==> config.mk <==
export PLATFORM = sky130hd
export DESIGN_NAME = serial_bit_aligner
export DESIGN_NICKNAME = d
export VERILOG_FILES = /design/src/rtl/sba_pkg.sv /design/src/rtl/sba_timing.sv /design/src/rtl/sba_shift.sv /design/src/rtl/serial_bit_aligner.sv
export SDC_FILE = /design/constraint.sdc
export NUM_CORES = 1
export LEC_CHECK = 0
export CAP_MARGIN = 25
export CORE_MARGIN = 3
export CORE_UTILIZATION = 50
export CTS_BUF_LIST = sky130_fd_sc_hd__clkbuf_4
export DETAILED_ROUTE_END_ITERATION = 8
export PLACE_DENSITY = 0.73
export RECOVER_POWER = 50
export SYNTH_ARGS = -nofsm -noshare
export SYNTH_HDL_FRONTEND = slang
export SYNTH_SLANG_ARGS = --single-unit
==> constraint.sdc <==
create_clock -name clk -period 3.92 [get_ports clk]
set_input_delay 0.588 -clock clk [delete_from_list [all_inputs] [get_ports clk]]
set_output_delay 0.588 -clock clk [all_outputs]
set_load 0.02 [all_outputs]
==> src/rtl/sba_pkg.sv <==
package sba_pkg;

    // Interpretation of the 5-bit delay code
    typedef enum logic {
        SMP_HALF_STEP = 1'b0,   // code[3:0] half-bit steps, fixed sample tick
        SMP_QUARTER   = 1'b1    // code[4:2] whole bits, code[1:0] sample quarter
    } smp_mode_e;

    localparam int CODE_W   = 5;
    localparam int OFFSET_W = 6;          // largest offset is 32 ticks

    typedef struct packed {
        logic [CODE_W-1:0] code;
        smp_mode_e         mode;
    } dly_cfg_t;

    // Ticks between the frame boundary and the first capture of bit 0.
    // Assumes four ticks per serial bit.
    function automatic logic [OFFSET_W-1:0] tick_offset(input dly_cfg_t cfg);
        logic [OFFSET_W-1:0] off;
        if (cfg.mode == SMP_QUARTER)
            off = {1'b0, cfg.code};                    // 4*int + quarter
        else
            off = {1'b0, cfg.code[3:0], 1'b0} + 6'd2;  // 2*half + 2
        return off;
    endfunction

endpackage

==> src/rtl/sba_timing.sv <==
module sba_timing
    import sba_pkg::*;
#(
    parameter int TICKS_PER_BIT = 4,
    parameter int BITS_PER_CH   = 8,
    parameter int CHANNELS      = 512,
    localparam int SLOT_W = $clog2(TICKS_PER_BIT),
    localparam int BIT_W  = $clog2(BITS_PER_CH),
    localparam int CH_W   = $clog2(CHANNELS)
) (
    input  logic            clk,
    input  logic            rst,
    input  logic            ce,
    input  logic            frame_sync,
    input  dly_cfg_t        cfg,
    output logic            lock,
    output logic            smp_hit,
    output logic            last_bit,
    output logic [CH_W-1:0] chan
);
    localparam int POS_W       = CH_W + BIT_W + SLOT_W;
    localparam int FRAME_TICKS = TICKS_PER_BIT * BITS_PER_CH * CHANNELS;

    typedef struct packed {
        logic [CH_W-1:0]   ch;
        logic [BIT_W-1:0]  bitn;
        logic [SLOT_W-1:0] slot;
    } pos_t;

    pos_t              pos_q, pos_cur;
    logic              lock_q;
    logic              boundary;
    logic [POS_W-1:0]  load_val;

    assign boundary = ce && frame_sync;
    assign load_val = POS_W'(FRAME_TICKS - int'(tick_offset(cfg)));

    always_comb begin
        pos_cur = pos_q;
        if (boundary)
            pos_cur = pos_t'(load_val);
    end

    always_ff @(posedge clk) begin
        if (rst) begin
            pos_q  <= '0;
            lock_q <= 1'b0;
        end else if (ce) begin
            pos_q <= pos_t'(POS_W'(pos_cur) + POS_W'(1));
            if (frame_sync)
                lock_q <= 1'b1;
        end
    end

    assign lock     = lock_q;
    assign smp_hit  = ce && lock_q && (pos_cur.slot == '0);
    assign last_bit = (pos_cur.bitn == BIT_W'(BITS_PER_CH - 1));
    assign chan     = pos_cur.ch;

    // the frame position only moves on an enable tick
    a_r7_hold_without_tick: assert property (@(posedge clk) disable iff (rst)
        !ce |=> $stable(pos_q));

    // alignment is only gained from a boundary strobe that had a tick
    a_r8_lock_needs_tick: assert property (@(posedge clk) disable iff (rst)
        $rose(lock_q) |-> $past(ce && frame_sync));

endmodule

==> src/rtl/sba_shift.sv <==
module sba_shift #(
    parameter int BITS_PER_CH = 8,
    parameter int CH_W        = 9
) (
    input  logic                   clk,
    input  logic                   rst,
    input  logic                   smp_hit,
    input  logic                   last_bit,
    input  logic [CH_W-1:0]        chan_in,
    input  logic                   sdi,
    output logic                   byte_vld,
    output logic [BITS_PER_CH-1:0] byte_data,
    output logic [CH_W-1:0]        byte_chan
);
    logic [BITS_PER_CH-1:0] sh_q;
    logic [BITS_PER_CH-1:0] sh_next;

    // MSB first: earlier bits move toward the top
    assign sh_next = {sh_q[BITS_PER_CH-2:0], sdi};

    always_ff @(posedge clk) begin
        if (rst) begin
            sh_q      <= '0;
            byte_vld  <= 1'b0;
            byte_data <= '0;
            byte_chan <= '0;
        end else begin
            byte_vld <= 1'b0;
            if (smp_hit) begin
                sh_q <= sh_next;
                if (last_bit) begin
                    byte_vld  <= 1'b1;
                    byte_data <= sh_next;
                    byte_chan <= chan_in;
                end
            end
        end
    end

    // the presented byte and index hold between pulses
    a_r5_data_holds: assert property (@(posedge clk) disable iff (rst)
        !byte_vld |-> $stable(byte_data) && $stable(byte_chan));

endmodule

==> src/rtl/serial_bit_aligner.sv <==
module serial_bit_aligner
    import sba_pkg::*;
#(
    parameter int TICKS_PER_BIT = 4,
    parameter int BITS_PER_CH   = 8,
    parameter int CHANNELS      = 512
) (
    input  logic                          clk,
    input  logic                          rst,
    input  logic                          tick_en,
    input  logic                          frame_sync,
    input  logic                          sdi,
    input  logic [CODE_W-1:0]             dly_code,
    input  logic                          smp_mode,
    output logic                          byte_vld,
    output logic [BITS_PER_CH-1:0]        byte_data,
    output logic [$clog2(CHANNELS)-1:0]   byte_chan
);
    localparam int CH_W = $clog2(CHANNELS);

    dly_cfg_t        cfg;
    logic            lock;
    logic            smp_hit;
    logic            last_bit;
    logic [CH_W-1:0] chan;

    assign cfg.code = dly_code;
    assign cfg.mode = smp_mode_e'(smp_mode);

    sba_timing #(
        .TICKS_PER_BIT (TICKS_PER_BIT),
        .BITS_PER_CH   (BITS_PER_CH),
        .CHANNELS      (CHANNELS)
    ) u_timing (
        .clk        (clk),
        .rst        (rst),
        .ce         (tick_en),
        .frame_sync (frame_sync),
        .cfg        (cfg),
        .lock       (lock),
        .smp_hit    (smp_hit),
        .last_bit   (last_bit),
        .chan       (chan)
    );

    sba_shift #(
        .BITS_PER_CH (BITS_PER_CH),
        .CH_W        (CH_W)
    ) u_shift (
        .clk       (clk),
        .rst       (rst),
        .smp_hit   (smp_hit),
        .last_bit  (last_bit),
        .chan_in   (chan),
        .sdi       (sdi),
        .byte_vld  (byte_vld),
        .byte_data (byte_data),
        .byte_chan (byte_chan)
    );

    // nothing is emitted before alignment is gained
    a_r1_quiet_before_lock: assert property (@(posedge clk) disable iff (rst)
        !lock |=> !byte_vld);

    // a byte only completes on an enable tick
    a_r7_vld_needs_tick: assert property (@(posedge clk) disable iff (rst)
        byte_vld |-> $past(tick_en));

    // one pulse per channel; a second only after a boundary re-alignment
    a_r5_one_per_channel: assert property (@(posedge clk) disable iff (rst)
        byte_vld && !(tick_en && frame_sync) |=> !byte_vld);

endmodule

## After elaboration in Yosys (flattened, before gate mapping)

Index checks and enable logic that the tools add are counted.

| storage, ports and cells | value |
|---|---|
| register bits | 40 |
| input port bits | 11 |
| output and inout bits | 18 |
| logic and storage cells | 23 |

| operators by class | value |
|---|---|
| add/sub/neg operators | 3 |
| equal/unequal tests | 1 |
| muxes and demuxes | 3 |
| bitwise logic cells | 1 |
| reduce and logical (&&, ||, !) cells | 7 |

Operators with widths:

| cell | number |
|---|---|
| $add A14 B1 Y14 const B | 1 |
| $mux W14 | 1 |
| $sub A1 B6 Y7 const A | 1 |
| $add A5 B2 Y6 const B | 1 |
| $mux W6 | 1 |
| $reduce_and A2 Y1 | 2 |
| $eq A3 B3 Y1 const B | 1 |
| $logic_and A1 B1 Y1 | 3 |
| $logic_not A2 Y1 | 1 |
| $reduce_or A2 Y1 | 1 |
| $mux W1 | 1 |
| $not A1 Y1 | 1 |

## Depth between registers and ports, before layout

Gate-level depths: netlist of the first run.

| depth | value |
|---|---|
| depth after elaboration | 8 |
| depth in mapped cells | 12 |
| gate-level depth less buffers | 11 |

## Hierarchy

Synthesis of the first run repeated with hierarchy kept, for this count alone.

| unflattened totals | value |
|---|---|
| cell total of the unflattened synthesis | 301 |
| area total of the unflattened synthesis | 2,546.2 µm² |

Modules (own cells, without submodules):

| module | instances | cells an instance | area an instance (µm²) | sequential area each (µm²) |
|---|---|---|---|---|
| sba_timing | 1 | 197 | 1,448.9 | 300.3 |
| sba_shift | 1 | 104 | 1,097.3 | 500.5 |

## Worst setup path before layout of the first run

No wires, ideal clock.

| timing path | value |
|---|---|
| kind | input to register |
| from | in smp_mode |
| to | reg u_shift.byte_data[0] |
| setup time | 0.128 ns |
| data arrival time | 2.863 ns |
| data required time | 3.792 ns |
| slack | 0.930 ns |
| stages on the path | 12 |
| path buffers | 2 |
| cell sequence | clkbuf_1 nand2_1 ha_1 and3_1 a21o_1 inv_1 ha_1 nand3_1 nor3_2 buf_2 mux2i_1 nor2_1 |

| between the ends | value |
|---|---|
| word-level cells in the longest chain between the ends | 6 |
| elaborated cells between the ends (all ways) | 7 |
| those cells by class | add/sub (1); eq/ne (1); mux (2); reduce/logical (3) |

RTL lines:

| what | RTL line | text |
|---|---|---|
| start: declaration | serial_bit_aligner.sv:14 | `input logic smp_mode,` |
| $mux W6 * | sba_pkg.sv:21 | `if (cfg.mode == SMP_QUARTER)` |
| $sub A1 B6 Y7 * | sba_timing.sv:36 | `assign load_val = POS_W'(FRAME_TICKS - int'(tick_offset(cfg)));` |
| $mux W14 * | sba_timing.sv:40 | `if (boundary)` |
| $logic_not A2 Y1 | sba_timing.sv:56 | `assign smp_hit = ce && lock_q && (pos_cur.slot == '0);` |
| $logic_and A1 B1 Y1 | sba_timing.sv:56 |  |
| $reduce_and A2 Y1 (no line) * | -- |  |
| end signal: assignment | sba_shift.sv:33 | `byte_data <= sh_next;` |
| end: declaration | sba_shift.sv:12 | `output logic [BITS_PER_CH-1:0] byte_data,` |

Every way passes the cells marked *; elsewhere a longest branch is shown, timed or not.
A chain may end at the register's enable or synchronous reset.

## Worst setup path in the final report of the first run

| timing path | value |
|---|---|
| from | in dly_code[0] |
| to | reg u_timing.pos_q[12] (netlist bit) |

| between the ends | value |
|---|---|
| word-level cells in the longest chain between the ends | 5 |

RTL lines:

| what | RTL line | text |
|---|---|---|
| start: declaration | serial_bit_aligner.sv:13 | `input logic [CODE_W-1:0] dly_code,` |
| $add A5 B2 Y6 | sba_pkg.sv:24 | `off = {1'b0, cfg.code[3:0], 1'b0} + 6'd2;` |
| $mux W6 * | sba_pkg.sv:21 |  |
| $sub A1 B6 Y7 * | sba_timing.sv:36 |  |
| $mux W14 * | sba_timing.sv:40 |  |
| $add A14 B1 Y14 * | sba_timing.sv:49 | `pos_q <= pos_t'(POS_W'(pos_cur) + POS_W'(1));` |
| end signal: assignment | sba_timing.sv:49 |  |
| end: declaration | sba_timing.sv:30 | `pos_t pos_q, pos_cur;` |

Marks and branches as above.

==> results of run 1 <==
stage by stage:
step           instance area, um2  setup slack [ps]
6_report                     2680               591
5_1_grt                      2680               387
4_1_cts                      2680               723
3_5_place_dp                 2600               365
3_3_place_gp                 2600               440
2_1_floorplan                2280               930
final cells by class:
class                      instances  area (um2)
fill                             392        1530
inverter                           9        33.8
tap                               50        62.6
clock inverter                     2        35.0
sequential                        40         801
timing repair buffer              35         325
multi-input combinational        208        1370
clock buffer                       6        45.0
worst register-to-register path, stage by stage (launching register included):
cell     delay, ps
dfxtp_1        410
inv_1           70
or3_1          390
nor2_1         100
a21oi_1         40
or2_1          340
or4_1          540
nand3_1         90
state kept, by name, summed over array words and instances (netlist names):
signal and count:
u_shift.byte_chan 9, u_shift.sh_q 7, u_timing.lock 1, u_shift.byte_data 8
u_timing.pos_q 14, u_shift.byte_vld 1
cell usage in the layout, fill, tap and decap left out, types with 3 or more instances in the layout:
cell	count
o2111ai_1	3
nand2b_1	14
nor3b_1	4
clkdlybuf4s50_1	9
a211o_1	3
o211ai_1	9
or2_2	3
nand3_1	5
nor4_1	3
and3_1	3
xor2_1	3
inv_1	9
buf_4	5
a31oi_1	4
clkbuf_4	6
nand2_1	15
xnor2_1	3
o21ai_0	10
o221ai_1	3
a21oi_1	14
nand4_1	3
o31ai_1	3
nor2_1	37
mux2i_1	22
dfxtp_1	40
dlygate4sd3_1	19
a211oi_1	5
a21o_1	3
ha_1	4
per-layer routing:
layer | wire [um] | vias up | part of all wire, % | track usage [%]
li1 | - | 1047 | - | -
met1 | 2300 | 955 | 46 | 25.4
met2 | 2370 | 44 | 47 | 31.4
met3 | 260 | 9 | 5.2 | 4.38
met4 | 76 | 0 | 1.5 | 7.85
met5 | 0 | - | 0 | 0
logic make-up (layout without fill, tap and decap cells):
logic type      after synthesis  after routing  share of synthesized area [%]
compound gates               71             71                           21.6
xor+xnor                      7              7                           3.01
fa+ha+maj                     4              4                           2.19
buf+inv                      27             52                           4.82
flops                        40             40                           35.0
mux                          23             23                           10.1
simple gates                103            103                           23.2
final timing paths:
check / from / endpoint / cells after the start
setup / recovery: dly_code[0] / u_timing.pos_q[12] / 9
setup reg to reg: u_timing.pos_q[8] / u_timing.pos_q[10] / 7
hold / removal: u_shift.byte_chan[5] / u_shift.byte_chan[5] / 2
hold reg to reg: u_shift.byte_chan[5] / u_shift.byte_chan[5] / 2
power by group through the flow:
stage               sequential, mW  combinational (mW)  clock [mW]
global route                 0.433               0.146       0.300
global placement             0.440               0.130           0
CTS                          0.431               0.132       0.280
floorplan                    0.435              0.0988           0
detailed placement           0.440               0.131           0
finish                       0.431               0.131       0.275
==> results.json, run 1 <==
{
  "std_cell_rows": 23,
  "post-synth-top-count-cell": "dfxtp_1",
  "htree_levels": 2,
  "synth_area_leaders": "dfxtp_1 35%, mux2i_1 9.6%, nor2_1 6.1%",
  "syn_area_per_cell_um2": 8.31,
  "synthFlopType": "dfxtp_1",
  "total_power_mw": 0.838,
  "grt_pass1_vias": 1833,
  "worst-r2r-setup-slack_ps": 1890,
  "crit_family": "simple AND/OR/NAND/NOR gates",
  "setup_viol": 0,
  "slowest_delay_ps": 640,
  "place_hpwl_mm": 3.55,
  "cts-root-buf": "clkbuf_4",
  "pin_count": 29,
  "clkPwrFrac_pct": 32.9,
  "cts-resized-gates": 0,
  "cts_hold_buffers": 0,
  "synth-seq-cells": 40,
  "crit_type": "in -> reg",
  "slowest_stage": "dlygate4sd3_1",
  "vias": 2055,
  "dieWidth_um": 73.6,
  "timing.setup.tns_ps": 0,
  "ys_seq_area_share_pct": 35.0,
  "cap_violations": 0,
  "clk_latency_ps": 350,
  "slew_viol_final": 0,
  "switching_share_pct": 26.6,
  "layout.nets": 314,
  "dieArea_um2": 5420,
  "startpoint_type": "input pin",
  "core_um2": 4200,
  "max_freq_mhz": 300,
  "final_hold_viol_count": 0,
  "p_sw_mw": 0.223,
  "max-vdd-ir-drop_uv": 266,
  "period_minus_slack_ps": 3330,
  "die_h_um": 73.6,
  "start_util_pct": 54.4,
  "cts_tree": "done",
  "drtIter0Drc": 130,
  "numCtsBuffers": 5,
  "io_buffers": 28,
  "grt_start_max_net_pins": 42,
  "routed_wl_mm": 5.00,
  "rsz0062_at_grt": "false",
  "wl_per_cell_um": 14.3,
  "syn-cell-area_um2": 2280,
  "drt-pass1-iter-count": 4,
  "place_inst": 342,
  "power.density_nw_per_um2": 313,
  "clock-skew-final_ps": 13.3,
  "synthArstFlopShare_pct": 0,
  "cp-end-kind": "register",
  "clkSinkCount": 40,
  "clk_pin_slew_worst_paths_ps": 120,
  "tightest_slew_ps": 850,
  "synth-edff-count": 0,
  "layout-area-overhead-vs-synth_pct": 17.1,
  "yosysTopAreaCell": "dfxtp_1",
  "seq_power_share_pct": 51.5,
  "maxSlewHeadroom_pct": 43.3,
  "synth_top_area_share_pct": 35.0,
  "antenna_found_initial": 0,
  "worstHoldPathType": "reg -> reg",
  "cts_buffer_depth": 2,
  "syn-num-nets": 290,
  "status": "completed",
  "cp_data_arrival_time_ps": 3550,
  "synth.distinct_cells": 55,
  "instances_no_fill": 350,
  "path_max_fanout": 14,
  "power_frac_comb_pct": 15.7,
  "postRouteAntennaNets": 0,
  "drc": 0,
  "gp_congestion": 0.887,
  "postCtsSetupRepairBufs": 0,
  "period_share_pct": 84.9,
  "grtUsageTotal_pct": 19.6,
  "fin_hold_ws_ps": 470,
  "ys_warn_count": 0,
  "p_leak_nw": 1.08,
  "global_route.overflow_total": 0,
  "viasPerCell": 5.87,
  "grt_pass1_wl_mm": 8.31,
  "drive_above_1_share_pct": 6.67,
  "crit_chain": "dlygate4sd3_1, ha_1, nor4bb_1, a211o_1, o2111ai_1, or2_2, o21ai_0, a21boi_0, a311oi_1",
  "synthCells": 275,
  "yosys-top-cells-count": "40 x dfxtp_1, 37 x nor2_1, 22 x mux2i_1",
  "utilization_pct": 63.7,
  "critPathBufInv": 1,
  "antenna-diode-count": 0,
  "required_ps": 4140,
  "p_int_mw": 0.615
}
No activity file was read; power rests on OpenSTA's default activity.
==> run 2, diff against run 1 <==
- PLACE_DENSITY: 0.73 -> 0.76
- clock period: 3.92 -> 2.85 ns (I/O delays scaled with it)
==> run 2 against run 1 <==
Effect of this change:
- routed wire length is 8.4% higher
- register-to-register slack worse by 950 ps
- final area is 8.3% higher
- clock-buffer cell count stayed put
- clock power is 38% higher
- largest cell class unchanged
- via count is 6.6% higher
- sequential power is 38% higher
- utilization is 5.3 points higher
==> results.json, run 2 (synthesized netlist as in run 1, its figures left out) <==
{
  "grt_pass1_vias": 2103,
  "slowest_delay_ps": 520,
  "instances_no_fill": 378,
  "io_buffers": 28,
  "period_share_pct": 94.6,
  "crit_start": "dly_code[1]",
  "cts_hold_buffers": 0,
  "crit_type": "in -> reg",
  "cts_buffer_depth": 2,
  "clock-skew-final_ps": 15.2,
  "core_um2": 4200,
  "nFillCells": 345,
  "grt_pass1_wl_mm": 9.35,
  "setup_viol": 0,
  "period_minus_slack_ps": 2690,
  "tightest_slew_ps": 568,
  "top_regs": "u_timing.pos_q x14, u_shift.byte_chan x9, u_shift.byte_data x8",
  "gp_congestion": 0.860,
  "cp-end-kind": "register",
  "cp_data_arrival_time_ps": 3000,
  "std_cell_rows": 23,
  "worst-r2r-setup-slack_ps": 940,
  "grt_start_max_net_pins": 41,
  "numCtsBuffers": 5,
  "worstHoldPathType": "reg -> reg",
  "slowest_stage": "clkdlybuf4s50_1",
  "pin_count": 29,
  "antenna_found_initial": 0,
  "hp-start": "u_shift.byte_chan[5]",
  "drive_above_1_share_pct": 14.6,
  "vias": 2190,
  "fin_hold_ws_ps": 470,
  "p_leak_nw": 1.21,
  "max-vdd-ir-drop_uv": 351,
  "largest_reg_flops": 14,
  "timing.setup.tns_ps": 0,
  "die_h_um": 73.6,
  "final_area_um2": 2900,
  "clkSinkCount": 40,
  "cap_violations": 0,
  "rr_worst_depth": 7,
  "required_ps": 3160,
  "cp-endpoint": "u_timing.pos_q[10]",
  "slew_viol_final": 0,
  "final_common_cell": "dfxtp_1",
  "startpoint_type": "input pin",
  "power.density_nw_per_um2": 410,
  "clk_latency_ps": 350,
  "layout.nets": 342,
  "largest_register": "u_timing.pos_q",
  "cts_tree": "done",
  "cts-root-buf": "clkbuf_4",
  "regArea_um2": 801,
  "layout-area-overhead-vs-synth_pct": 26.9,
  "global_route.overflow_total": 0,
  "start_util_pct": 54.4,
  "dieWidth_um": 73.6,
  "drt-pass1-iter-count": 5,
  "final_cell_mix": "40 x dfxtp_1, 37 x nor2_1, 32 x buf_4",
  "max_freq_mhz": 371,
  "place_inst": 370,
  "cts-resized-gates": 0,
  "postRouteAntennaNets": 0,
  "htree_levels": 2,
  "wl_per_cell_um": 14.4,
  "crit_chain": "clkdlybuf4s50_1, ha_1, nor4bb_1, o31a_1, o21ai_1, o311a_1, or2_1, or4_1, nand3_1",
  "status": "completed",
  "placedInstanceArea_um2": 2830,
  "drc": 0,
  "path_max_fanout": 4,
  "worstReg2RegEnd": "u_timing.pos_q[10]",
  "dieArea_um2": 5420,
  "antenna-diode-count": 0,
  "place_hpwl_mm": 3.89,
  "r2r_start": "u_timing.pos_q[6]",
  "final_hold_viol_count": 0,
  "clk_pin_slew_worst_paths_ps": 130,
  "multi_input_area_um2": 1370,
  "drtIter0Drc": 168,
  "postCtsSetupRepairBufs": 0,
  "rsz0062_at_grt": "false",
  "maxSlewHeadroom_pct": 62.1,
  "viasPerCell": 5.79,
  "routed_wl_mm": 5.43,
  "grtUsageTotal_pct": 21.8
}
run 2: per-stage QoR:
| step | setup WS [ps] | utilization, % | power, mW |
|---|---|---|---|
| floorplan | 20.3 | - | 0.735 |
| global placement | -124 | 67.3 | 0.815 |
| detailed placement | -188 | 67.3 | 0.822 |
| CTS | 148 | 69.2 | 1.20 |
| global route | 43.7 | 69.0 | 1.25 |
| finish | 155 | 69.0 | 1.19 |
run 2: area by class of cell:
type,instances,share of cell area (%)
Multi-Input combinational cell,208,47.4
Clock buffer,6,1.55
Inverter,9,1.17
Sequential cell,40,27.6
Tap cell,50,2.16
Clock inverter,2,1.21
Timing Repair Buffer,63,18.9
run 2: worst max-delay path, delay by kind of cell:
kind,cells,cell delay [ps]
compound gates,3,470
fa+ha+maj,1,280
buf+inv,1,520
simple gates,4,1310
run 2: layer usage:
layer	GRT usage, %	share of wire (%)	wire length, um
met2	35.2	48	2630
met3	4.51	5.0	273
met1	29.0	46	2480
met4	6.84	0.85	46
met5	0	0	0
run 2: worst min path at each step:
stage                            to  slack, ps  depth (start not counted)
2_1_floorplan         u_timing.lock        440                          2
3_3_place_gp          u_timing.lock        450                          2
3_5_place_dp   u_shift.byte_chan[5]        460                          2
4_1_cts        u_shift.byte_chan[5]        480                          2
5_1_grt        u_shift.byte_chan[7]        500                          2
6_report       u_shift.byte_chan[5]        470                          2
run 2: power breakdown:
part           leakage [nW]  switching [mW]  internal [mW]
Combinational         0.844           0.113          0.102
Sequential            0.325          0.0179          0.575
Clock                0.0456           0.186          0.194
Total                  1.21           0.317          0.871
